<file path="config.mk">
export PLATFORM = sky130hd
export DESIGN_NAME = rx_ring_fetcher
export DESIGN_NICKNAME = d
export VERILOG_FILES = /design/src/rtl/rrf_pkg.sv /design/src/rtl/rrf_fetch_fsm.sv /design/src/rtl/rrf_ring_ptr.sv /design/src/rtl/rrf_rx_account.sv /design/src/rtl/rx_ring_fetcher.sv
export SDC_FILE = /design/constraint.sdc
export NUM_CORES = 1
export LEC_CHECK = 0
export BUFFER_PORTS_ARGS = -buffer_cell sky130_fd_sc_hd__clkbuf_2
export CORE_MARGIN = 1
export CORE_UTILIZATION = 53
export DETAILED_ROUTE_END_ITERATION = 10
export PLACE_DENSITY_LB_ADDON = 0.05
export SYNTH_ARGS = -nofsm -noshare
export SYNTH_HDL_FRONTEND = slang
export SYNTH_SLANG_ARGS = --single-unit
</file>
<file path="constraint.sdc">
create_clock -name clk -period 4.6 [get_ports clk]
set_input_delay 0.92 -clock clk [delete_from_list [all_inputs] [get_ports clk]]
set_output_delay 0.92 -clock clk [all_outputs]
set_load 0.02 [all_outputs]
</file>
<file path="src/rtl/rrf_pkg.sv">
package rrf_pkg;
  localparam int DESC_WORDS = 4;
  typedef enum logic [1:0] {ST_IDLE, ST_REQ, ST_RSP, ST_ADV} fetch_st_t;
endpackage

</file>
<file path="src/rtl/rrf_fetch_fsm.sv">
module rrf_fetch_fsm
  import rrf_pkg::*;
#(
  parameter int HW = 16
) (
  input  logic              clk,
  input  logic              rst_n,
  input  logic              start,
  input  logic [HW-1:0]     rp,
  input  logic [HW-1:0]     upper,
  input  logic              wide,
  output logic              rq_valid,
  input  logic              rq_ready,
  output logic [2*HW-1:0]   rq_addr,
  input  logic              rs_valid,
  output logic              rs_ready,
  input  logic [HW-1:0]     rs_data,
  output logic              ld_en,
  output logic [$clog2(DESC_WORDS)-1:0] ld_idx,
  output logic [HW-1:0]     ld_data,
  output logic              adv,
  output logic              idle
);
  localparam int IW = $clog2(DESC_WORDS);

  fetch_st_t     st;
  logic [IW-1:0] idx;
  logic [HW-1:0] off;

  assign off      = wide ? (HW'(idx) << 2) : (HW'(idx) << 1);
  assign rq_addr  = {upper, rp + off};
  assign rq_valid = (st == ST_REQ);
  assign rs_ready = (st == ST_RSP);
  assign ld_en    = (st == ST_RSP) && rs_valid;
  assign ld_idx   = idx;
  assign ld_data  = rs_data;
  assign adv      = (st == ST_ADV);
  assign idle     = (st == ST_IDLE);

  always_ff @(posedge clk) begin
    if (!rst_n) begin
      st  <= ST_IDLE;
      idx <= '0;
    end else begin
      case (st)
        ST_IDLE: if (start) begin
          st  <= ST_REQ;
          idx <= '0;
        end
        ST_REQ: if (rq_ready) st <= ST_RSP;
        ST_RSP: if (rs_valid) begin
          if (idx == IW'(DESC_WORDS - 1)) st <= ST_ADV;
          else begin
            idx <= idx + 1'b1;
            st  <= ST_REQ;
          end
        end
        default: st <= ST_IDLE;
      endcase
    end
  end

  // a pending request keeps its address until accepted
  assert_req_hold_R11: assert property (@(posedge clk) disable iff (!rst_n)
    rq_valid && !rq_ready |=> rq_valid && $stable(rq_addr));
endmodule

</file>
<file path="src/rtl/rrf_ring_ptr.sv">
module rrf_ring_ptr
  import rrf_pkg::*;
#(
  parameter int HW = 16
) (
  input  logic          clk,
  input  logic          rst_n,
  input  logic          adv,
  input  logic          wide,
  input  logic [HW-1:0] ring_start,
  input  logic [HW-1:0] ring_end,
  input  logic [HW-1:0] wr_ptr,
  input  logic          ld_valid,
  input  logic [HW-1:0] ld_value,
  input  logic          busy,
  input  logic          exh_clr,
  output logic [HW-1:0] rp,
  output logic          exhausted,
  output logic          refetch
);
  localparam int NARROW_STRIDE = DESC_WORDS * 2;

  logic [HW-1:0] stride;
  logic [HW-1:0] stepped;
  logic [HW-1:0] nxt;

  assign stride  = wide ? HW'(NARROW_STRIDE * 2) : HW'(NARROW_STRIDE);
  assign stepped = rp + stride;
  assign nxt     = (stepped == ring_end) ? ring_start : stepped;
  assign refetch = exh_clr && exhausted;

  always_ff @(posedge clk) begin
    if (!rst_n) begin
      rp        <= '0;
      exhausted <= 1'b0;
    end else begin
      if (adv) rp <= nxt;
      else if (ld_valid && !busy) rp <= {ld_value[HW-1:1], 1'b0};
      if (adv && (nxt == wr_ptr)) exhausted <= 1'b1;
      else if (exh_clr) exhausted <= 1'b0;
    end
  end

  assert_wrap_R4: assert property (@(posedge clk) disable iff (!rst_n)
    adv && (ring_start != ring_end) |=> rp != $past(ring_end));
  assert_rp_hold_R10: assert property (@(posedge clk) disable iff (!rst_n)
    !adv && !(ld_valid && !busy) |=> $stable(rp));
  assert_exh_hold_R5: assert property (@(posedge clk) disable iff (!rst_n)
    exhausted && !exh_clr |=> exhausted);
endmodule

</file>
<file path="src/rtl/rrf_rx_account.sv">
module rrf_rx_account
  import rrf_pkg::*;
#(
  parameter int HW = 16
) (
  input  logic              clk,
  input  logic              rst_n,
  input  logic              ld_en,
  input  logic [$clog2(DESC_WORDS)-1:0] ld_idx,
  input  logic [HW-1:0]     ld_data,
  input  logic              acc,
  input  logic [HW-1:0]     bytes,
  input  logic [HW-1:0]     eob,
  output logic [2*HW-1:0]   buf_addr,
  output logic [2*HW-1:0]   word_count,
  output logic              last,
  output logic              refetch
);
  localparam int DW = 2 * HW;

  logic [DW-1:0] cnt_next;
  logic          last_next;

  assign cnt_next  = word_count - DW'(bytes >> 1);
  assign last_next = cnt_next < DW'(eob);
  assign refetch   = acc && last_next;

  always_ff @(posedge clk) begin
    if (!rst_n) begin
      buf_addr   <= '0;
      word_count <= '0;
      last       <= 1'b0;
    end else if (acc) begin
      buf_addr   <= buf_addr + DW'(bytes);
      word_count <= cnt_next;
      last       <= last_next;
    end else if (ld_en) begin
      case (ld_idx)
        2'd0:    buf_addr[HW-1:0]    <= ld_data;
        2'd1:    buf_addr[DW-1:HW]   <= ld_data;
        2'd2:    word_count[HW-1:0]  <= ld_data;
        default: word_count[DW-1:HW] <= ld_data;
      endcase
    end
  end

  assert_quiet_R7: assert property (@(posedge clk) disable iff (!rst_n)
    !acc && !ld_en |=> $stable(word_count) && $stable(buf_addr));
endmodule

</file>
<file path="src/rtl/rx_ring_fetcher.sv">
module rx_ring_fetcher
  import rrf_pkg::*;
#(
  parameter int HW = 16
) (
  input  logic            clk,
  input  logic            rst_n,
  input  logic [HW-1:0]   upper_addr,
  input  logic [HW-1:0]   ring_start,
  input  logic [HW-1:0]   ring_end,
  input  logic [HW-1:0]   ring_wr_ptr,
  input  logic [HW-1:0]   eob_count,
  input  logic            wide_mode,
  input  logic            rx_enable,
  input  logic            fetch_req,
  input  logic            exh_clr,
  input  logic            rp_load,
  input  logic [HW-1:0]   rp_load_value,
  output logic            rq_valid,
  input  logic            rq_ready,
  output logic [2*HW-1:0] rq_addr,
  input  logic            rs_valid,
  output logic            rs_ready,
  input  logic [HW-1:0]   rs_data,
  input  logic            pkt_valid,
  output logic            pkt_ready,
  input  logic [HW-1:0]   pkt_bytes,
  output logic [HW-1:0]   read_ptr,
  output logic [2*HW-1:0] buf_addr,
  output logic [2*HW-1:0] word_count,
  output logic            exhausted,
  output logic            pkt_last,
  output logic            fetch_busy
);
  localparam int IW = $clog2(DESC_WORDS);

  logic          pend;
  logic          idle;
  logic          start;
  logic          adv;
  logic          ld_en;
  logic [IW-1:0] ld_idx;
  logic [HW-1:0] ld_data;
  logic          exh_refetch;
  logic          last_refetch;
  logic          acc;

  assign start      = idle && pend;
  assign fetch_busy = pend || !idle;
  assign pkt_ready  = rx_enable && !exhausted && !fetch_busy;
  assign acc        = pkt_valid && pkt_ready;

  always_ff @(posedge clk) begin
    if (!rst_n) pend <= 1'b0;
    else if (fetch_req || exh_refetch || last_refetch) pend <= 1'b1;
    else if (start) pend <= 1'b0;
  end

  rrf_fetch_fsm #(.HW(HW)) u_fsm (
    .clk(clk), .rst_n(rst_n), .start(start), .rp(read_ptr),
    .upper(upper_addr), .wide(wide_mode),
    .rq_valid(rq_valid), .rq_ready(rq_ready), .rq_addr(rq_addr),
    .rs_valid(rs_valid), .rs_ready(rs_ready), .rs_data(rs_data),
    .ld_en(ld_en), .ld_idx(ld_idx), .ld_data(ld_data),
    .adv(adv), .idle(idle)
  );

  rrf_ring_ptr #(.HW(HW)) u_ptr (
    .clk(clk), .rst_n(rst_n), .adv(adv), .wide(wide_mode),
    .ring_start(ring_start), .ring_end(ring_end), .wr_ptr(ring_wr_ptr),
    .ld_valid(rp_load), .ld_value(rp_load_value), .busy(fetch_busy),
    .exh_clr(exh_clr), .rp(read_ptr), .exhausted(exhausted),
    .refetch(exh_refetch)
  );

  rrf_rx_account #(.HW(HW)) u_acc (
    .clk(clk), .rst_n(rst_n), .ld_en(ld_en), .ld_idx(ld_idx),
    .ld_data(ld_data), .acc(acc), .bytes(pkt_bytes), .eob(eob_count),
    .buf_addr(buf_addr), .word_count(word_count), .last(pkt_last),
    .refetch(last_refetch)
  );

  assert_exh_blocks_R9: assert property (@(posedge clk) disable iff (!rst_n)
    exhausted |-> !pkt_ready);
  assert_last_refetch_R8: assert property (@(posedge clk) disable iff (!rst_n)
    $rose(pkt_last) |-> fetch_busy);
  assert_clr_fetch_R6: assert property (@(posedge clk) disable iff (!rst_n)
    $fell(exhausted) |-> fetch_busy);
endmodule

</file>
# Yosys cells after proc, flatten, opt, wreduce, memory -nomap -nowiden
# Cells that the tools add are included.
[word_totals]
inputBits = 138
output_inout_bits = 118
word_cells = 87
register_bits = 87
[op_classes]
order_cmp = 1
eq_ne = 13
reduce_logical = 32
mux = 26
addsub = 5
[op_table]
columns = ["cell", "count"]
rows = [
  ["$mux W32", 4],
  ["$mux W16", 7],
  ["$add A16 B16 Y16", 2],
  ["$add A32 B16 Y32", 1],
  ["$eq A16 B16 Y1", 2],
  ["$lt A32 B16 Y1", 1],
  ["$sub A32 B15 Y32", 1],
  ["$reduce_bool A2 Y1", 8],
  ["$mux W2", 7],
  ["$logic_and A1 B1 Y1", 9],
  ["$eq A2 B2 Y1 const B", 4],
  ["$reduce_and A2 Y1", 4],
  ["$ne A2 B1 Y1 const B", 3],
  ["$pmux W2 S3", 1],
  ["$mux W5", 1],
  ["$eq A2 B1 Y1 const B", 2],
  ["$logic_not A2 Y1", 2],
  ["$mux W1", 4],
  ["$mux W4", 1],
  ["$ne A2 B2 Y1 const B", 2],
  ["$pmux W2 S2", 1],
  ["$reduce_and A4 Y1", 1],
  ["$logic_not A1 Y1", 3],
  ["$logic_or A1 B1 Y1", 3],
  ["other kinds (3)", 3],
]

# Depth between registers and ports, before layout
[logic_depth]
ltp_word = 9
mapped_depth = 21

# Modules after synthesis
# From an unflattened synthesis, not the netlist that was laid out.
[unflattened]
cells_unflattened = 1083
hier_area_um2 = 8657.1
[by_module_without_submodules]
columns = ["mod", "n_inst", "area_per_inst_um2", "cells_per_inst"]
rows = [
  ["rrf_rx_account", 1, 5735.5, 713],
  ["rrf_ring_ptr", 1, 2011.9, 254],
  ["rrf_fetch_fsm", 1, 839.6, 109],
  ["rx_ring_fetcher", 1, 70.1, 7],
]

# Worst setup path after synthesis
# Ideal clock, no wire load.
[synth_path]
path_kind = "input to register"
startpoint = "input pkt_bytes[1]"
endpoint = "register pend"
setup_ns = 0.069
t_arrival_ns = 4.196
setup_slack_ns = 0.335
n_path_buf = 0
cell_stages = 20
required_ns = 4.531
cell_sequence = "ha_1 > inv_1 > fa_1 > a21o_1 > a21oi_1 > o21a_1 > o21ai_0 > a21o_1 > a21o_1 > a21oi_1 > xnor2_1 > ha_1 > nor2b_1 > o21ai_0 > nand3_1 > a211oi_1 > o2111ai_1 > nor4b_1 > nand4_1 > o21ai_1"
[synth_between]
elab_chain_cells = 5
elab_cells_between_ends = 6
classes_between = "add/sub (1); order compare (1); mux (1); reduce/logical (3)"
[synth_lines]
columns = ["element", "line_no", "rtl"]
rows = [
  ["from (decl)", "rx_ring_fetcher.sv:27", "input logic [HW-1:0] pkt_bytes,"],
  ["$sub A32 B15 Y32 (*)", "rrf_rx_account.sv:24", "assign cnt_next = word_count - DW'(bytes >> 1);"],
  ["$lt A32 B16 Y1 (*)", "rrf_rx_account.sv:25", "assign last_next = cnt_next < DW'(eob);"],
  ["$logic_and A1 B1 Y1 (*)", "rrf_rx_account.sv:26", "assign refetch = acc && last_next;"],
  ["$logic_or A1 B1 Y1 (*)", "rx_ring_fetcher.sv:55", "else if (fetch_req || exh_refetch || last_refetch) pend <= 1'b1;"],
  ["$mux W1 or $reduce_bool A2 Y1 (tied branches)", "n/a", ""],
  ["to (signal assigned)", "rx_ring_fetcher.sv:54", "if (!rst_n) pend <= 1'b0;"],
  ["to (signal assigned)", "rx_ring_fetcher.sv:55", ""],
  ["to (signal assigned)", "rx_ring_fetcher.sv:56", "else if (start) pend <= 1'b0;"],
  ["to (decl)", "rx_ring_fetcher.sv:37", "logic pend;"],
]
# Every way passes the cells marked *; elsewhere a longest branch is shown, timed or not.
# A chain may end at the register's enable or synchronous reset.

# Final worst setup path
# Same ends and word-level chain as after synthesis.

==> key figures <==
Route
  – Total length of routed wires: 25600 um
  – Number of violations reported at the end of detailed-routing iteration 0: 708
  – Number of vias per cell after detailed routing: 6.05
  – Number of detailed-route iterations in the first pass: 6
  – Routed wl met3: 2040 um
  – Via count of the routed design: 8596
  – Number of nets with antenna violations after detailed routing: 0
  – Wl on met1: 10300 um
  – Total met2 wirelength after detailed routing: 11900 um
  – Drt wl/cell: 18.0 um
  – Top Layer Used: met4
  – Number of design rule violations left after detail routing: 0

GRT
  – Number of global-route vias before repair: 7779
  – Largest net degree at the start of global routing: 73
  – Aggregate global-route resource usage: 33.8%
  – Congestion Overflow GR: 0
  – Number of antenna violations at the first check in global routing: 0
  – Wire length of the first global-routing pass: 39600 um

Floorplan
  – Die Width: 124 um
  – Row Count: 44
  – Effective utilization at floorplan: 54.3%
  – Height of the die: 124 um
  – Number of top-level design ports: 256
  – Overall die area: 15300 um2
  – Core ar.: 14500 um2

STA
  – Worst Hold Margin: 0.454 ns
  – Slew margin rel.: 35.3%
  – Max-slew violation total from the final report: 0
  – Setup TNS Final: 0 ns
  – Transition time at the pin with the least slew margin: 0.967 ns
  – Post-layout min period: 4.31 ns
  – Layout Skew: 0.0121 ns
  – Final hold vios: 0
  – Final Setup Violations: 0
  – Setup repair after global routing missed its margin: false
  – Share of the clock period used by the worst path: 93.7%
  – Upper clock frequency limit: 232 MHz

Synthesis
  – Instance count of the mapped netlist: 1044
  – Number of warning messages in the yosys log: 0
  – Simple-Gate Fraction of Synth Area: 23.1%
  – Portion of netlist area occupied by mux cells: 2.20%
  – Complex-gate fraction of the synthesized area: 25.2%
  – Cell variety after synth: 78
  – Ys flop type: dfxtp_1
  – Synthesized flop and latch total: 87
  – Combinational family with the most area after synthesis: compound AO/OA/AOI/OAI gates
  – Ranking of synthesized cells by area: dfxtp_1 (22%), ha_1 (8.8%), nor2_1 (5.9%)
  – Asr flop ratio synth: 0%
  – Post-synth EDFFs: 0
  – Fraction of synthesized cell area in xor and xnor cells: 9.68%
  – Average cell area after synthesis: 7.53 um2
  – Adder-cell share of the synthesized area: 9.90%
  – Area fraction of the dominant cell type after synthesis: 22.2%
  – Synthesized cell area: 7860 um2
  – Total nets after synthesis: 1241
  – Yosys top cell by area: dfxtp_1
  – Share of the yosys chip area belonging to registers: 22.2%

Final layout
  – Relative area change from synthesis to final layout: 18.7%
  – Top library cells by usage in the layout, fill and taps aside: clkbuf_2 (222), nor2_1 (123), nand2_1 (96)
  – Fraction of final layout cells sized beyond drive strength 1: 23.5%
  – Count of placed standard cells in the final layout, fillers left out: 1420
  – Leading cell type in the layout, fill and taps excluded: clkbuf_2
  – Ant diodes: 0
  – Nets: 1428

Worst setup path
  – Slowest Stage Delay on Critical Path: 0.38 ns
  – Critical-path cell with the highest stage delay: fa_1
  – Cell chain of the critical path: clkbuf_2 > ha_1 > inv_1 > fa_1 > a21o_1 > a21oi_2 > o21a_1 > o21ai_0 > a21o_1 > a21o_1 > a21oi_1 > xnor2_1 > ha_1 > nor2b_1 > o21ai_1 > nand3_1 > a211oi_1 > o2111ai_1 > nor4b_2 > nand4_1 > o21ai_1
  – Startpoint-to-endpoint class of the critical path: input port to flip-flop
  – Element type at the critical path end: flip-flop
  – Cell mode on critical path: a21o_1
  – Startpoint type of the worst setup path: input port
  – Required @ worst endpoint: 4.89 ns
  – Biggest fanout along the worst timing path: 3
  – Crit path arrival time: 4.59 ns

Power and ir drop
  – Leak: 4.30 nW
  – Peak ir drop on the vdd network: 0.000200 V
  – P per Cell Area: 263 nW/um2
  – Final total power: 2.45 mW

Clock network
  – Clock network latency to the later pin of the worst-skew pair: 0.35 ns
  – CTS Sinks: 87
  – CTS Buf Count: 9
  – Library cell used as clock root buffer: clkbuf_16
  – Clk slew on worst S/H paths: 0.07 ns
  – CTS tree: built
  – Deepest clock path buffer count: 2
  – Cts-stage hold buffer count: 0
  – # H-tree levels: 3

Placement
  – Port-buffer cells: 222
  – Final GP Congestion: 0.930
  – Detailed placer's ending HPWL: 19700 um
  – Total instance count after detailed placement: 1404

Run status
  – Status: complete, no violations

Worst hold path
  – Type of the worst min-delay path: flip-flop to flip-flop

Run
  – Max-cap viol count: 0
worst max-delay path, delay by kind of cell:
family | cells | cell delay [ns]
AOI/OAI and AO/OA | 11 | 1.80
adders and majority gates | 3 | 0.84
and+or+nand+nor | 4 | 0.68
buffers and inverters | 2 | 0.18
xor gates and xnor gates | 1 | 0.16
metal layers:
metal,up-vias,global-route usage [%]
met5,-,0
met4,0,20.3
met3,90,4.85
met2,397,56.5
li1,4148,-
met1,3961,40.9
timing repair:
item / in CTS / in global routing
buffers inserted: 0 / 0
endpoints found under the setup margin: 0 / 2
resized for setup: 0 / 6
where the power goes:
part / switching, mW / internal (mW) / leakage (nW)
clock network: 0.324 / 0.372 / 0.134
logic: 0.518 / 0.361 / 3.45
registers: 0.0787 / 0.798 / 0.709
stage by stage:
stage	utilization [%]	instance area, um2	setup WS, ns
after floorplan	-	7860	0.335
after global placement	62.5	9050	-0.215
after detailed placement	62.5	9050	-0.271
after CTS	64.4	9330	0.0856
after global routing	64.5	9340	0.0197
final	64.5	9340	0.291
cell usage after synthesis (all sizes together), types with 14 or more instances:
library cell    n
nor2          124
nand2          96
dfxtp          87
inv            62
a21oi          61
ha             55
xnor2          50
nand3          49
o21ai          45
clkbuf         41
buf            33
a311oi         31
nor3           29
xor2           29
o21a           18
mux2i          15
nor2b          15
a211oi         14
a221oi         14
nand4          14
layout make-up:
class                           count  area, um2
Clock buffer                       11        233
Multi-Input combinational cell    821       5530
Clock inverter                      5       43.8
Tap cell                          184        230
Sequential cell                    87       1740
Timing Repair Buffer              250       1320
Fill cell                        1367       5140
Inverter                           62        233
cell families (layout without fill, tap and decap cells):
kind of cell / count (synthesis) / after routing
AO/OA/AOI/OAI: 281 / 281
XOR/XNOR: 82 / 82
adder cells (fa/ha/maj): 60 / 60
buffers and inverters: 136 / 328
flip-flops: 87 / 87
multiplexers: 17 / 17
AND/OR/NAND/NOR: 381 / 381
flip-flops by register name, summed over array words and instances, names as in the netlist:
register	flops
u_ptr.exhausted	1
u_acc.last	1
u_acc.word_count	32
u_ptr.rp	16
u_acc.buf_addr	32
u_fsm.st	2
u_fsm.ld_idx	2
pend	1
worst paths after layout:
| path | from | end | slack [ns] | depth (start not counted) |
|---|---|---|---|---|
| max | pkt_bytes[1] | pend$_SDFFE_PN0P_ | 0.29 | 21 |
| min | u_acc.last$_SDFFE_PN0P_ | u_acc.last$_SDFFE_PN0P_ | 0.45 | 2 |
| max reg2reg | u_acc.word_count[0]$_SDFFE_PN0P_ | pend$_SDFFE_PN0P_ | 0.63 | 21 |
| min reg2reg | u_acc.last$_SDFFE_PN0P_ | u_acc.last$_SDFFE_PN0P_ | 0.45 | 2 |
(Power assumes the default switching activity.)
